### config.mk
export PLATFORM = sky130hd
export DESIGN_NAME = tx_empty_irq
export DESIGN_NICKNAME = d
export VERILOG_FILES = /design/src/rtl/tei_pkg.sv /design/src/rtl/tei_fill_tracker.sv /design/src/rtl/tei_char_timer.sv /design/src/rtl/tei_req_latch.sv /design/src/rtl/tx_empty_irq.sv
export SDC_FILE = /design/constraint.sdc
export NUM_CORES = 1
export LEC_CHECK = 0
export CAP_MARGIN = 10
export CORE_AREA = 2 2 39 41
export DETAILED_ROUTE_END_ITERATION = 7
export DIE_AREA = 0 0 41 43
export PLACE_DENSITY = 0.68
export SETUP_SLACK_MARGIN = 0.3
export SYNTH_ARGS = -nofsm -noshare
export SYNTH_HDL_FRONTEND = slang
export SYNTH_HIERARCHICAL = 1
export SYNTH_SLANG_ARGS = --single-unit
export TNS_END_PERCENT = 100
### constraint.sdc
create_clock -name clk -period 2.35 [get_ports clk]
set_clock_uncertainty 0.1 [all_clocks]
set_input_delay 0.47 -clock clk [delete_from_list [all_inputs] [get_ports clk]]
set_output_delay 0.47 -clock clk [all_outputs]
set_load 0.005 [all_outputs]
### src/rtl/tei_pkg.sv
package tei_pkg;

   // Data length encoding: 0..3 select 5..8 data bits.
   localparam int DATA_MIN   = 5;
   localparam int FRAME_MAX  = 1 + 8 + 1;   // start + 8 data + parity

   typedef enum logic [1:0] {
      DLEN_5 = 2'd0,
      DLEN_6 = 2'd1,
      DLEN_7 = 2'd2,
      DLEN_8 = 2'd3
   } dlen_e;

   // Bit times in a frame that come before the stop bit.
   function automatic int unsigned pre_stop_bits(input logic [1:0] dlen,
                                                 input logic       par);
      int unsigned n;
      n = 1 + DATA_MIN + int'(dlen) + (par ? 1 : 0);
      return n;
   endfunction

endpackage

### src/rtl/tei_fill_tracker.sv
module tei_fill_tracker #(
   parameter int LEVEL_W  = 5,
   parameter int HOLD_MIN = 2
) (
   input  logic               clk,
   input  logic               rst_n,
   input  logic [LEVEL_W-1:0] fifo_level,
   output logic               empty,
   output logic               entry,
   output logic               hold_seen
);

   localparam logic [LEVEL_W-1:0] HOLD_LVL = LEVEL_W'(HOLD_MIN);

   logic empty_q;
   logic reached;

   assign empty   = (fifo_level == '0);
   assign reached = (fifo_level >= HOLD_LVL);

   // Cleared at reset, so the reset state counts as the first empty entry.
   assign entry = empty && !empty_q;

   always_ff @(posedge clk or negedge rst_n) begin
      if (!rst_n) begin
         empty_q <= 1'b0;
      end else begin
         empty_q <= empty;
      end
   end

   always_ff @(posedge clk or negedge rst_n) begin
      if (!rst_n) begin
         hold_seen <= 1'b0;
      end else if (entry) begin
         hold_seen <= 1'b0;
      end else if (reached) begin
         hold_seen <= 1'b1;
      end
   end

endmodule

### src/rtl/tei_char_timer.sv
module tei_char_timer #(
   parameter int CNT_W = 4
) (
   input  logic             clk,
   input  logic             rst_n,
   input  logic             start,
   input  logic             abort,
   input  logic             tick,
   input  logic [CNT_W-1:0] load_bits,
   output logic             expire,
   output logic             busy,
   output logic [CNT_W-1:0] count
);

   localparam logic [CNT_W-1:0] LAST = CNT_W'(1);

   logic last_bit;

   assign last_bit = (count == LAST);
   assign expire   = busy && tick && last_bit && !abort && !start;

   always_ff @(posedge clk or negedge rst_n) begin
      if (!rst_n) begin
         busy  <= 1'b0;
         count <= '0;
      end else if (abort) begin
         busy  <= 1'b0;
         count <= '0;
      end else if (start) begin
         busy  <= 1'b1;
         count <= load_bits;
      end else if (busy && tick) begin
         if (last_bit) begin
            busy  <= 1'b0;
            count <= '0;
         end else begin
            count <= count - LAST;
         end
      end
   end

endmodule

### src/rtl/tei_req_latch.sv
module tei_req_latch (
   input  logic clk,
   input  logic rst_n,
   input  logic set_now,
   input  logic set_late,
   input  logic clr_wr,
   input  logic clr_rd,
   output logic irq
);

   logic clr;
   logic set;

   assign clr = clr_wr || clr_rd;
   assign set = set_now || set_late;

   // A clear in the same cycle as a set wins.
   always_ff @(posedge clk or negedge rst_n) begin
      if (!rst_n) begin
         irq <= 1'b0;
      end else if (clr) begin
         irq <= 1'b0;
      end else if (set) begin
         irq <= 1'b1;
      end
   end

endmodule

### src/rtl/tx_empty_irq.sv
module tx_empty_irq
   import tei_pkg::*;
#(
   parameter int LEVEL_W     = 5,
   parameter int HOLD_MIN    = 2,
   parameter int CNT_W       = 4,
   parameter bit FIXED_FRAME = 1'b0,
   parameter int FIXED_BITS  = 9
) (
   input  logic               clk,
   input  logic               rst_n,
   input  logic [LEVEL_W-1:0] fifo_level,
   input  logic               thr_wr,
   input  logic               iir_rd,
   input  logic               iir_top,
   input  logic               baud_tick,
   input  logic [1:0]         data_len,
   input  logic               parity_on,
   output logic               irq
);

   localparam int MAX_BITS = FIXED_FRAME ? FIXED_BITS : FRAME_MAX;

   // Elaboration-time parameter checks.
   if (LEVEL_W < 2) begin : g_bad_level
      $error("tx_empty_irq: LEVEL_W must be at least 2");
   end
   if (HOLD_MIN < 2 || HOLD_MIN >= (1 << LEVEL_W)) begin : g_bad_hold
      $error("tx_empty_irq: HOLD_MIN out of range for LEVEL_W");
   end
   if ((1 << CNT_W) <= MAX_BITS) begin : g_bad_cnt
      $error("tx_empty_irq: CNT_W too narrow for the frame length");
   end
   if (FIXED_FRAME && FIXED_BITS < 1) begin : g_bad_fixed
      $error("tx_empty_irq: FIXED_BITS must be positive");
   end

   logic             empty_w;
   logic             entry_w;
   logic             hold_w;
   logic             busy_w;
   logic             expire_w;
   logic [CNT_W-1:0] count_w;
   logic [CNT_W-1:0] load_w;
   logic             start_w;
   logic             abort_w;
   logic             clr_rd_w;

   // Frame length source: fixed constant or decoded from the format inputs.
   if (FIXED_FRAME) begin : g_fixed_frame
      assign load_w = CNT_W'(FIXED_BITS);
   end else begin : g_var_frame
      assign load_w = CNT_W'(pre_stop_bits(data_len, parity_on));
   end

   tei_fill_tracker #(
      .LEVEL_W  (LEVEL_W),
      .HOLD_MIN (HOLD_MIN)
   ) u_track (
      .clk        (clk),
      .rst_n      (rst_n),
      .fifo_level (fifo_level),
      .empty      (empty_w),
      .entry      (entry_w),
      .hold_seen  (hold_w)
   );

   assign start_w  = entry_w && !hold_w;
   assign abort_w  = thr_wr || !empty_w;
   assign clr_rd_w = iir_rd && iir_top;

   tei_char_timer #(
      .CNT_W (CNT_W)
   ) u_timer (
      .clk       (clk),
      .rst_n     (rst_n),
      .start     (start_w),
      .abort     (abort_w),
      .tick      (baud_tick),
      .load_bits (load_w),
      .expire    (expire_w),
      .busy      (busy_w),
      .count     (count_w)
   );

   tei_req_latch u_req (
      .clk      (clk),
      .rst_n    (rst_n),
      .set_now  (entry_w && hold_w),
      .set_late (expire_w),
      .clr_wr   (thr_wr),
      .clr_rd   (clr_rd_w),
      .irq      (irq)
   );

endmodule

# [Word level (Yosys, flattened, before mapping)]
# Cells that the tools add are included.
[totals] output_inout_bits=1 ff_bits=8 wordCells=45 input_bits=14
[op_classes] n_reduce_logical=22 muxes=13 eq_ne=1 order_cmp=1 addsub=3
[ops] operator="$mux 4" n=4
[ops] operator="$mux 1" n=9
[ops] operator="$logic_and 1x1->1" n=8
[ops] operator="$reduce_bool 3->1" n=2
[ops] operator="$ge 5x2->1 const B" n=1
[ops] operator="$logic_not 1->1" n=5
[ops] operator="$logic_not 5->1" n=1
[ops] operator="$add 3x2->4 const A" n=1
[ops] operator="$add 4x1->4" n=1
[ops] operator="$eq 4x1->1 const B" n=1
[ops] operator="$reduce_bool 2->1" n=2
[ops] operator="$sub 4x1->4 const B" n=1
[ops] operator="$logic_or 1x1->1" n=3
[ops] operator="$reduce_and 2->1" n=1

# [Longest topological paths before layout]
# Gate-level depths: netlist (run 1).
[depth] depth_word=9 mapped_depth=6 depth_no_buf=6

# [Modules after synthesis]
# Netlist (run 1), hierarchy kept.
[by_module_without_submodules] module="tei_char_timer" area_each_um2=321.6 cells_per_inst=35 instances=1
[by_module_without_submodules] module="tei_fill_tracker" area_each_um2=86.3 cells_per_inst=7 instances=1
[by_module_without_submodules] module="tx_empty_irq" area_each_um2=81.3 cells_per_inst=11 instances=1
[by_module_without_submodules] module="tei_req_latch" area_each_um2=35.0 cells_per_inst=3 instances=1

# [Worst setup path after synthesis (run 1)]
# Ideal clock, no wire load.
[synth_path] path_type="input -> register" from="in fifo_level[4]" to="reg u_req.irq" t_required_ps=2164 arrival_ps=1698 path_stages=6 n_path_buf=0 path_slack_ps=466 path_cell_list="or4_4 -> nor2_1 -> nand2b_1 -> nor4_1 -> nor3_1 -> nor3_1"
[synth_between] elab_chain_cells=8
[synth_lines] element="start, declared" line_no="tx_empty_irq.sv:12" text="input logic [LEVEL_W-1:0] fifo_level,"
[synth_lines] element="$logic_not 5->1" line_no="tei_fill_tracker.sv:18" text="assign empty = (fifo_level == '0);"
[synth_lines] element="via empty_w" line_no="tx_empty_irq.sv:38" text="logic empty_w;"
[synth_lines] element="$logic_not 1->1" line_no="tx_empty_irq.sv:69" text="assign abort_w = thr_wr || !empty_w;"
[synth_lines] element="$logic_or 1x1->1" line_no="tx_empty_irq.sv:69"
[synth_lines] element="via abort_w" line_no="tx_empty_irq.sv:46" text="logic abort_w;"
[synth_lines] element="$logic_not 1->1" line_no="tei_char_timer.sv:20" text="assign expire = busy && tick && last_bit && !abort && !start;"
[synth_lines] element="$logic_and 1x1->1 (2 in series)" line_no="tei_char_timer.sv:20"
[synth_lines] element="via expire_w" line_no="tx_empty_irq.sv:42" text="logic expire_w;"
[synth_lines] element="$logic_or 1x1->1" line_no="tei_req_latch.sv:15" text="assign set = set_now || set_late;"
[synth_lines] element="$reduce_bool 2->1 (no source line)"
[synth_lines] element="end signal, assigned" line_no="tei_req_latch.sv:20" text="irq <= 1'b0;"
[synth_lines] element="end signal, assigned" line_no="tei_req_latch.sv:22" text="irq <= 1'b0;"
[synth_lines] element="end signal, assigned" line_no="tei_req_latch.sv:24" text="irq <= 1'b1;"
[synth_lines] element="end, declared" line_no="tei_req_latch.sv:8" text="output logic irq"
# The timed path passes the listed nets, and every way through them passes these cells.
# A chain may end at the register's enable or synchronous reset.

# [Final worst setup path (run 1)]
[layout_path] from="in fifo_level[1]" to="reg u_timer.count[3]"
[layout_between] elab_chain_cells=5
[layout_lines] element="$logic_not 5->1 (*)" line_no="tei_fill_tracker.sv:18"
[layout_lines] element="$logic_and 1x1->1 (*)" line_no="tei_fill_tracker.sv:22" text="assign entry = empty && !empty_q;"
[layout_lines] element="via entry_w" line_no="tx_empty_irq.sv:39" text="logic entry_w;"
[layout_lines] element="$logic_and 1x1->1 (*)" line_no="tx_empty_irq.sv:68" text="assign start_w = entry_w && !hold_w;"
[layout_lines] element="via start_w" line_no="tx_empty_irq.sv:45" text="logic start_w;"
[layout_lines] element="$mux 4" line_no="tei_char_timer.sv:29" text="end else if (start) begin"
[layout_lines] element="$mux 4" line_no="tei_char_timer.sv:26" text="end else if (abort) begin"
[layout_lines] element="end signal, assigned" line_no="tei_char_timer.sv:31" text="count <= load_bits;"
[layout_lines] element="end signal, assigned" line_no="tei_char_timer.sv:37" text="count <= count - LAST;"
[layout_lines] element="end, declared" line_no="tei_char_timer.sv:12" text="output logic [CNT_W-1:0] count"
# The timed path passes the listed nets; every way through them passes the cells marked *.

==> run_results.csv, run 1 <==
group,metric,value,unit
run_status,status,"complete, no violations",
synthesis,avgSynthCellArea,9.36,sq um
worst_setup_path,critPathLaunchType,"input port",
clock_tree,cts_tree,"yes",
sta,max_freq,0.552,GHz
clock_tree,cts_buffers,3,
power_and_ir_drop,cellLeakagePower,0.327,nW
worst_setup_path,end_kind,"flop",
global_route,grt_overflow,0,
clock_tree,cts-hold-fix-buffers,0,
sta,rsz0062_at_grt,"false",
sta,holdWs,0.393,ns
detailed_routing,wl_per_cell,12.3,um
clock_tree,htreeDepth,1,
detailed_routing,met2_length,563,um
sta,fin_crit_sh,77.0,%
detailed_routing,drt_iter0_markers,7,
worst_setup_path,crit_chain,"dlymetal6s2s_1 > or4_4 > nor3_2 > and2b_2 > a41oi_1 > a221oi_2",
die,fp.dieW,41,um
detailed_routing,num_vias,472,
layout,mostFrequentLayoutCell,"clkdlybuf4s50_1",
worst_setup_path,cp_slowest_cell,"or4_4",
clock_tree,ctsLongestPathBuffers,2,
detailed_routing,met1_length,469,um
layout,antenna_cells,0,
global_route,grt_pass1_vias,460,
detailed_routing,routed_wl,1120,um
clock_tree,cts-root-buf,"clkbuf_4",
layout,area_growth,44.4,%
die,io-pin-count,15,
detailed_routing,first_pass_iters,4,
detailed_routing,final_antenna_net_count,0,
sta,setup_viol,0,
clock_tree,clock-sinks,8,
job,drv_cap,0,
global_route,grt_pass1_wl,1910,um
place,hpwl,882,um
place,io_buffers,14,
detailed_routing,route.met3.wl,57,um
die,die_h,43,um
clock_tree,cts.clk_slew.worst_paths,0.05,ns
clock_tree,worstSkewPairLatency,0.25,ns
worst_setup_path,path_class,"in -> reg",
detailed_routing,top_layer,"met4",
sta,worst_pin_slew,0.378,ns
sta,fin_crit,1.81,ns
synthesis,synthCells,56,
hold_path,holdCritPathClass,"in -> async",
sta,slew_violations,0,
worst_setup_path,r2r_slack,0.79,ns
worst_setup_path,crit_required,2.40,ns
worst_setup_path,max_stage_delay,0.56,ns
layout,nets,96,
worst_setup_path,arrival,1.86,ns
power_and_ir_drop,power,0.281,mW
synthesis,synth_nets,75,
global_route,track_usage,16.9,%
power_and_ir_drop,ir_drop,0.314,mV
detailed_routing,via_per_inst,5.19,
die,start_util,37.9,%
die,rows,14,
worst_setup_path,ff2ff_path_depth,5,
layout,final_cell_mix,"clkdlybuf4s50_1 (10), inv_1 (9), dfrtp_1 (8), ha_1 (5)",
detailed_routing,drc,0,
die,die-area,1760,sq um
sta,relSlewSlack,74.5,%
sta,setup_slack,0.540,ns
global_route,grt_max_degree,9,
global_route,antenna_found_initial,0,
synthesis,yosys_register_bits,8,
worst_setup_path,worstPathMaxFanout,4,
sta,hold_violations,0,
die,core_area,1380,sq um
place,gp_congestion,0.806,
power_and_ir_drop,pwr_density_cell,372,nW/um^2
synthesis,synth_cell_types,27,
synthesis,netlist_area,524,sq um
place,place_ws,-0.0236,ns
synthesis,synth.yosys.seq_area_share,38.2,%
layout,drive_gt1_share,22.7,%
synthesis,yosysWarnings,6,
==> critical path: cells and delay by family <==
kind,cells,cell delay (ns)
buffers and inverters,1,0.12
AND/OR/NAND/NOR,3,0.91
AO/OA/AOI/OAI,2,0.35
==> kinds of logic after synthesis <==
family          count (synthesis)  synth area share, %
compound gates                 10                 16.2
xor+xnor                        1                 1.67
fa+ha+maj                       5                 11.9
buf+inv                        10                 7.16
flops                           8                 38.2
simple gates                   22                 24.8
==> metal layers <==
metal | global-route usage (%) | up-vias
met4 | 10.0 | 0
li1 | - | 234
met3 | 6.28 | 2
met5 | 0 | -
met1 | 17.9 | 222
met2 | 26.9 | 14
==> where the power goes <==
part	internal (mW)	switching [mW]
sequential	0.139	0.000558
clock	0.0584	0.0461
combinational	0.0239	0.0138
==> stage by stage <==
stage	setup TNS (ns)	std cells	utilization, %	area (sq um)
detailed placement	-0.0286	87	50.0	692
finish	0	91	54.7	757
floorplan	0	56	-	524
global placement	0	87	50.0	692
CTS	0	90	52.6	728
global route	0	91	54.7	757
==> synthesized netlist by cell type <==
cell type,instances,area [sq um]
a211o_1,1,8.76
a211oi_1,1,7.51
a21oi_1,1,5.00
a221oi_1,1,8.76
a311oi_1,1,8.76
a311oi_2,1,15.0
a31o_1,1,8.76
a41oi_1,1,8.76
and2_1,1,6.26
and2_2,1,7.51
and2b_2,1,8.76
dfrtp_1,8,200
ha_1,5,62.6
inv_1,10,37.5
nand2_1,3,11.3
nand2_2,1,6.26
nand2b_1,2,12.5
nand3_2,1,10.0
nor2_1,5,18.8
nor3_1,3,15.0
nor3_2,1,10.0
nor4_1,1,6.26
o21ai_0,1,5.00
o41ai_1,1,8.76
or2_1,1,6.26
or4_4,1,11.3
xnor2_1,1,8.76
==> final timing paths <==
path / start / endpoint
min in group clk: u_track/empty_q$_DFF_PN0_ / u_track/hold_seen$_DFFE_PN0P_
min reg2reg: u_track/empty_q$_DFF_PN0_ / u_track/hold_seen$_DFFE_PN0P_
max: fifo_level[1] / u_timer/count[3]$_DFFE_PN0P_
max reg2reg: u_timer/count[1]$_DFFE_PN0P_ / u_timer/count[3]$_DFFE_PN0P_
min: rst_n / u_timer/count[1]$_DFFE_PN0P_
max in group asynchronous: rst_n / u_timer/count[3]$_DFFE_PN0P_
==> layout make-up <==
class | instances | area [sq um]
clock buffer | 3 | 22.5
fill | 126 | 627
inverter | 10 | 37.5
multi-input combinational | 38 | 312
sequential | 8 | 200
tap | 16 | 20.0
timing repair buffer | 16 | 165
==> flip-flops by register name, indices dropped and copies added, names as in the netlist <==
register and count:
u_req/irq 1, u_timer/busy 1, u_timer/count 4, u_track/empty_q 1
u_track/hold_seen 1
==> what timing repair did <==
item                       CTS  global route
pin swaps                    0             5
setup endpoints to repair    3             4
gates resized for setup      4             6
hold endpoints to repair     0             0
setup buffers                0             1
(Power assumes the default switching activity.)
==> run 2, diff against run 1 <==
Settings changed: CORE_AREA 2 2 39 41 to default, CORE_MARGIN from default to 2, CORE_UTILIZATION from default to 40, DIE_AREA 0 0 41 43 to default, PLACE_DENSITY 0.68 to 0.72.
Clock period 2.35 ns to 1.5 ns, I/O delays scaled along.
==> run_results.csv, run 2 (synthesized netlist as in run 1, its figures left out) <==
group,metric,value,unit
run_status,status,"finished with violations",
run_status,violations,"setup timing",
clock_tree,ctsLongestPathBuffers,2,
layout,largest-register,"u_timer/count",
power_and_ir_drop,comb_power_share,15.3,%
sta,hold_violations,0,
clock_tree,cts.clk_slew.worst_paths,0.05,ns
place,io_buffers,14,
global_route,grt_pass1_wl,2030,um
sta,fin_crit_sh,106,%
layout,nets,101,
global_route,grt_pass1_vias,494,
detailed_routing,drc,0,
global_route,grt_overflow,0,
power_and_ir_drop,power,0.450,mW
power_and_ir_drop,p_int,0.351,mW
place,gp_congestion,0.803,
layout,drive_gt1_share,40.0,%
clock_tree,clock-sinks,8,
clock_tree,cts-root-buf,"clkbuf_4",
worst_setup_path,worstPathMaxFanout,4,
die,io-pin-count,15,
sta,setup_viol,5,
sta,tns,-0.206,ns
die,die_h,40.2,um
sta,max_freq,0.630,GHz
hold_path,holdCritPathClass,"in -> reg",
die,fp.dieW,40.2,um
power_and_ir_drop,switching_share,21.9,%
global_route,antenna_found_initial,0,
power_and_ir_drop,cellLeakagePower,0.319,nW
place,hpwl,924,um
sta,relSlewSlack,73.8,%
detailed_routing,drt_iter0_markers,8,
worst_setup_path,critPathLaunchType,"input port",
clock_tree,htreeDepth,1,
power_and_ir_drop,pwr-share-clk,36.2,%
sta,rsz0062_at_grt,"true",
clock_tree,post-cts-setup-buffers,0,
die,core_area,1270,sq um
detailed_routing,via_per_inst,5.19,
clock_tree,worstSkewPairLatency,0.26,ns
detailed_routing,wl_per_cell,12.6,um
sta,fin_crit,1.59,ns
power_and_ir_drop,p_sw,0.0983,mW
power_and_ir_drop,seqPwrFrac,48.6,%
power_and_ir_drop,pwr_density_cell,561,nW/um^2
layout,final_util,63.2,%
worst_setup_path,path_class,"in -> reg",
die,die-area,1620,sq um
layout,largest_reg_flops,4,
layout,area_growth,53.0,%
clock_tree,cts_buffers,3,
die,rows,13,
sta,holdWs,0.224,ns
sta,worst_pin_slew,0.388,ns
clock_tree,cts_tree,"yes",
layout,antenna_cells,0,
power_and_ir_drop,ir_drop,0.576,mV
global_route,track_usage,20.0,%
layout,final_cell_mix,"inv_1 (9), clkdlybuf4s50_1 (9), dfrtp_1 (8), buf_4 (7), ha_1 (5)",
die,start_util,41.3,%
detailed_routing,first_pass_iters,3,
worst_setup_path,arrival,1.62,ns
detailed_routing,routed_wl,1200,um
place,place_ws,-0.636,ns
job,drv_cap,0,
worst_setup_path,crit_required,1.54,ns
sta,slew_violations,0,
sta,setup_slack,-0.0861,ns
global_route,grt_max_degree,9,
worst_setup_path,end_kind,"flop",
layout,fillCellCount,101,
detailed_routing,num_vias,493,
detailed_routing,final_antenna_net_count,0,
==> run 2: cell types whose count changed in the layout (fill, tap and decap cells not counted), moves of 3 or more <==
cell            delta
buf_2              +3
buf_4              +5
dlymetal6s2s_1     -4
nor2_1             -3
nor2_2             +3
==> run 2: what timing repair did <==
action                                  CTS  global route
resized for setup                        23             3
endpoints found under the setup margin    9             6
pin swaps                                 4             3
hold buffers                              0             0
==> run 2: final timing paths <==
kind | from | to | slack, ns | depth (start not counted)
max reg2reg | u_timer/count[0]$_DFFE_PN0P_ | u_timer/count[2]$_DFFE_PN0P_ | 0.04 | 5
min | fifo_level[1] | u_track/empty_q$_DFF_PN0_ | 0.22 | 3
min in group asynchronous | rst_n | u_track/hold_seen$_DFFE_PN0P_ | 0.23 | 1
min reg2reg | u_req/irq$_DFFE_PN0P_ | u_req/irq$_DFFE_PN0P_ | 0.47 | 2
max | fifo_level[1] | u_req/irq$_DFFE_PN0P_ | -0.09 | 7
max in group asynchronous | rst_n | u_timer/count[1]$_DFFE_PN0P_ | 0.80 | 1
==> run 2: power by group through the flow <==
stage	clock, mW	sequential [mW]	combinational [mW]
finish	0.163	0.218	0.0687
global route	0.187	0.218	0.0754
floorplan	0	0.222	0.0150
CTS	0.171	0.218	0.0671
detailed placement	0	0.222	0.0672
global placement	0	0.222	0.0656
==> run 2: critical path, cell delays in order <==
cell and delay [ns]:
buf_6 0.09, or4_4 0.56, nor3_4 0.13, and2b_2 0.23, nor4_1 0.08, nor3_1 0.18, nor3_1 0.06
==> run 2: layout make-up <==
| type | count | area (sq um) | share of cell area, % |
|---|---|---|---|
| Inverter | 10 | 40.0 | 4.99 |
| Clock buffer | 3 | 22.5 | 2.81 |
| Multi-Input combinational cell | 38 | 342 | 42.6 |
| Tap cell | 15 | 18.8 | 2.34 |
| Timing Repair Buffer | 21 | 179 | 22.3 |
| Sequential cell | 8 | 200 | 25.0 |
==> run 2: metal layers <==
| metal | part of all wire [%] | global-route usage [%] | wire, um | up-vias |
|---|---|---|---|---|
| met5 | 0 | 0 | 0 | - |
| met3 | 3.1 | 8.33 | 37 | 2 |
| met4 | 0.67 | 10.0 | 8 | 0 |
| met2 | 54 | 34.7 | 652 | 8 |
| li1 | - | - | - | 243 |
| met1 | 42 | 20.5 | 503 | 240 |
==> run 2: stage by stage <==
step,instance area [sq um],instances
2_1_floorplan,532,56
3_3_place_gp,743,92
3_5_place_dp,743,92
4_1_cts,785,95
5_1_grt,802,95
6_report,802,95
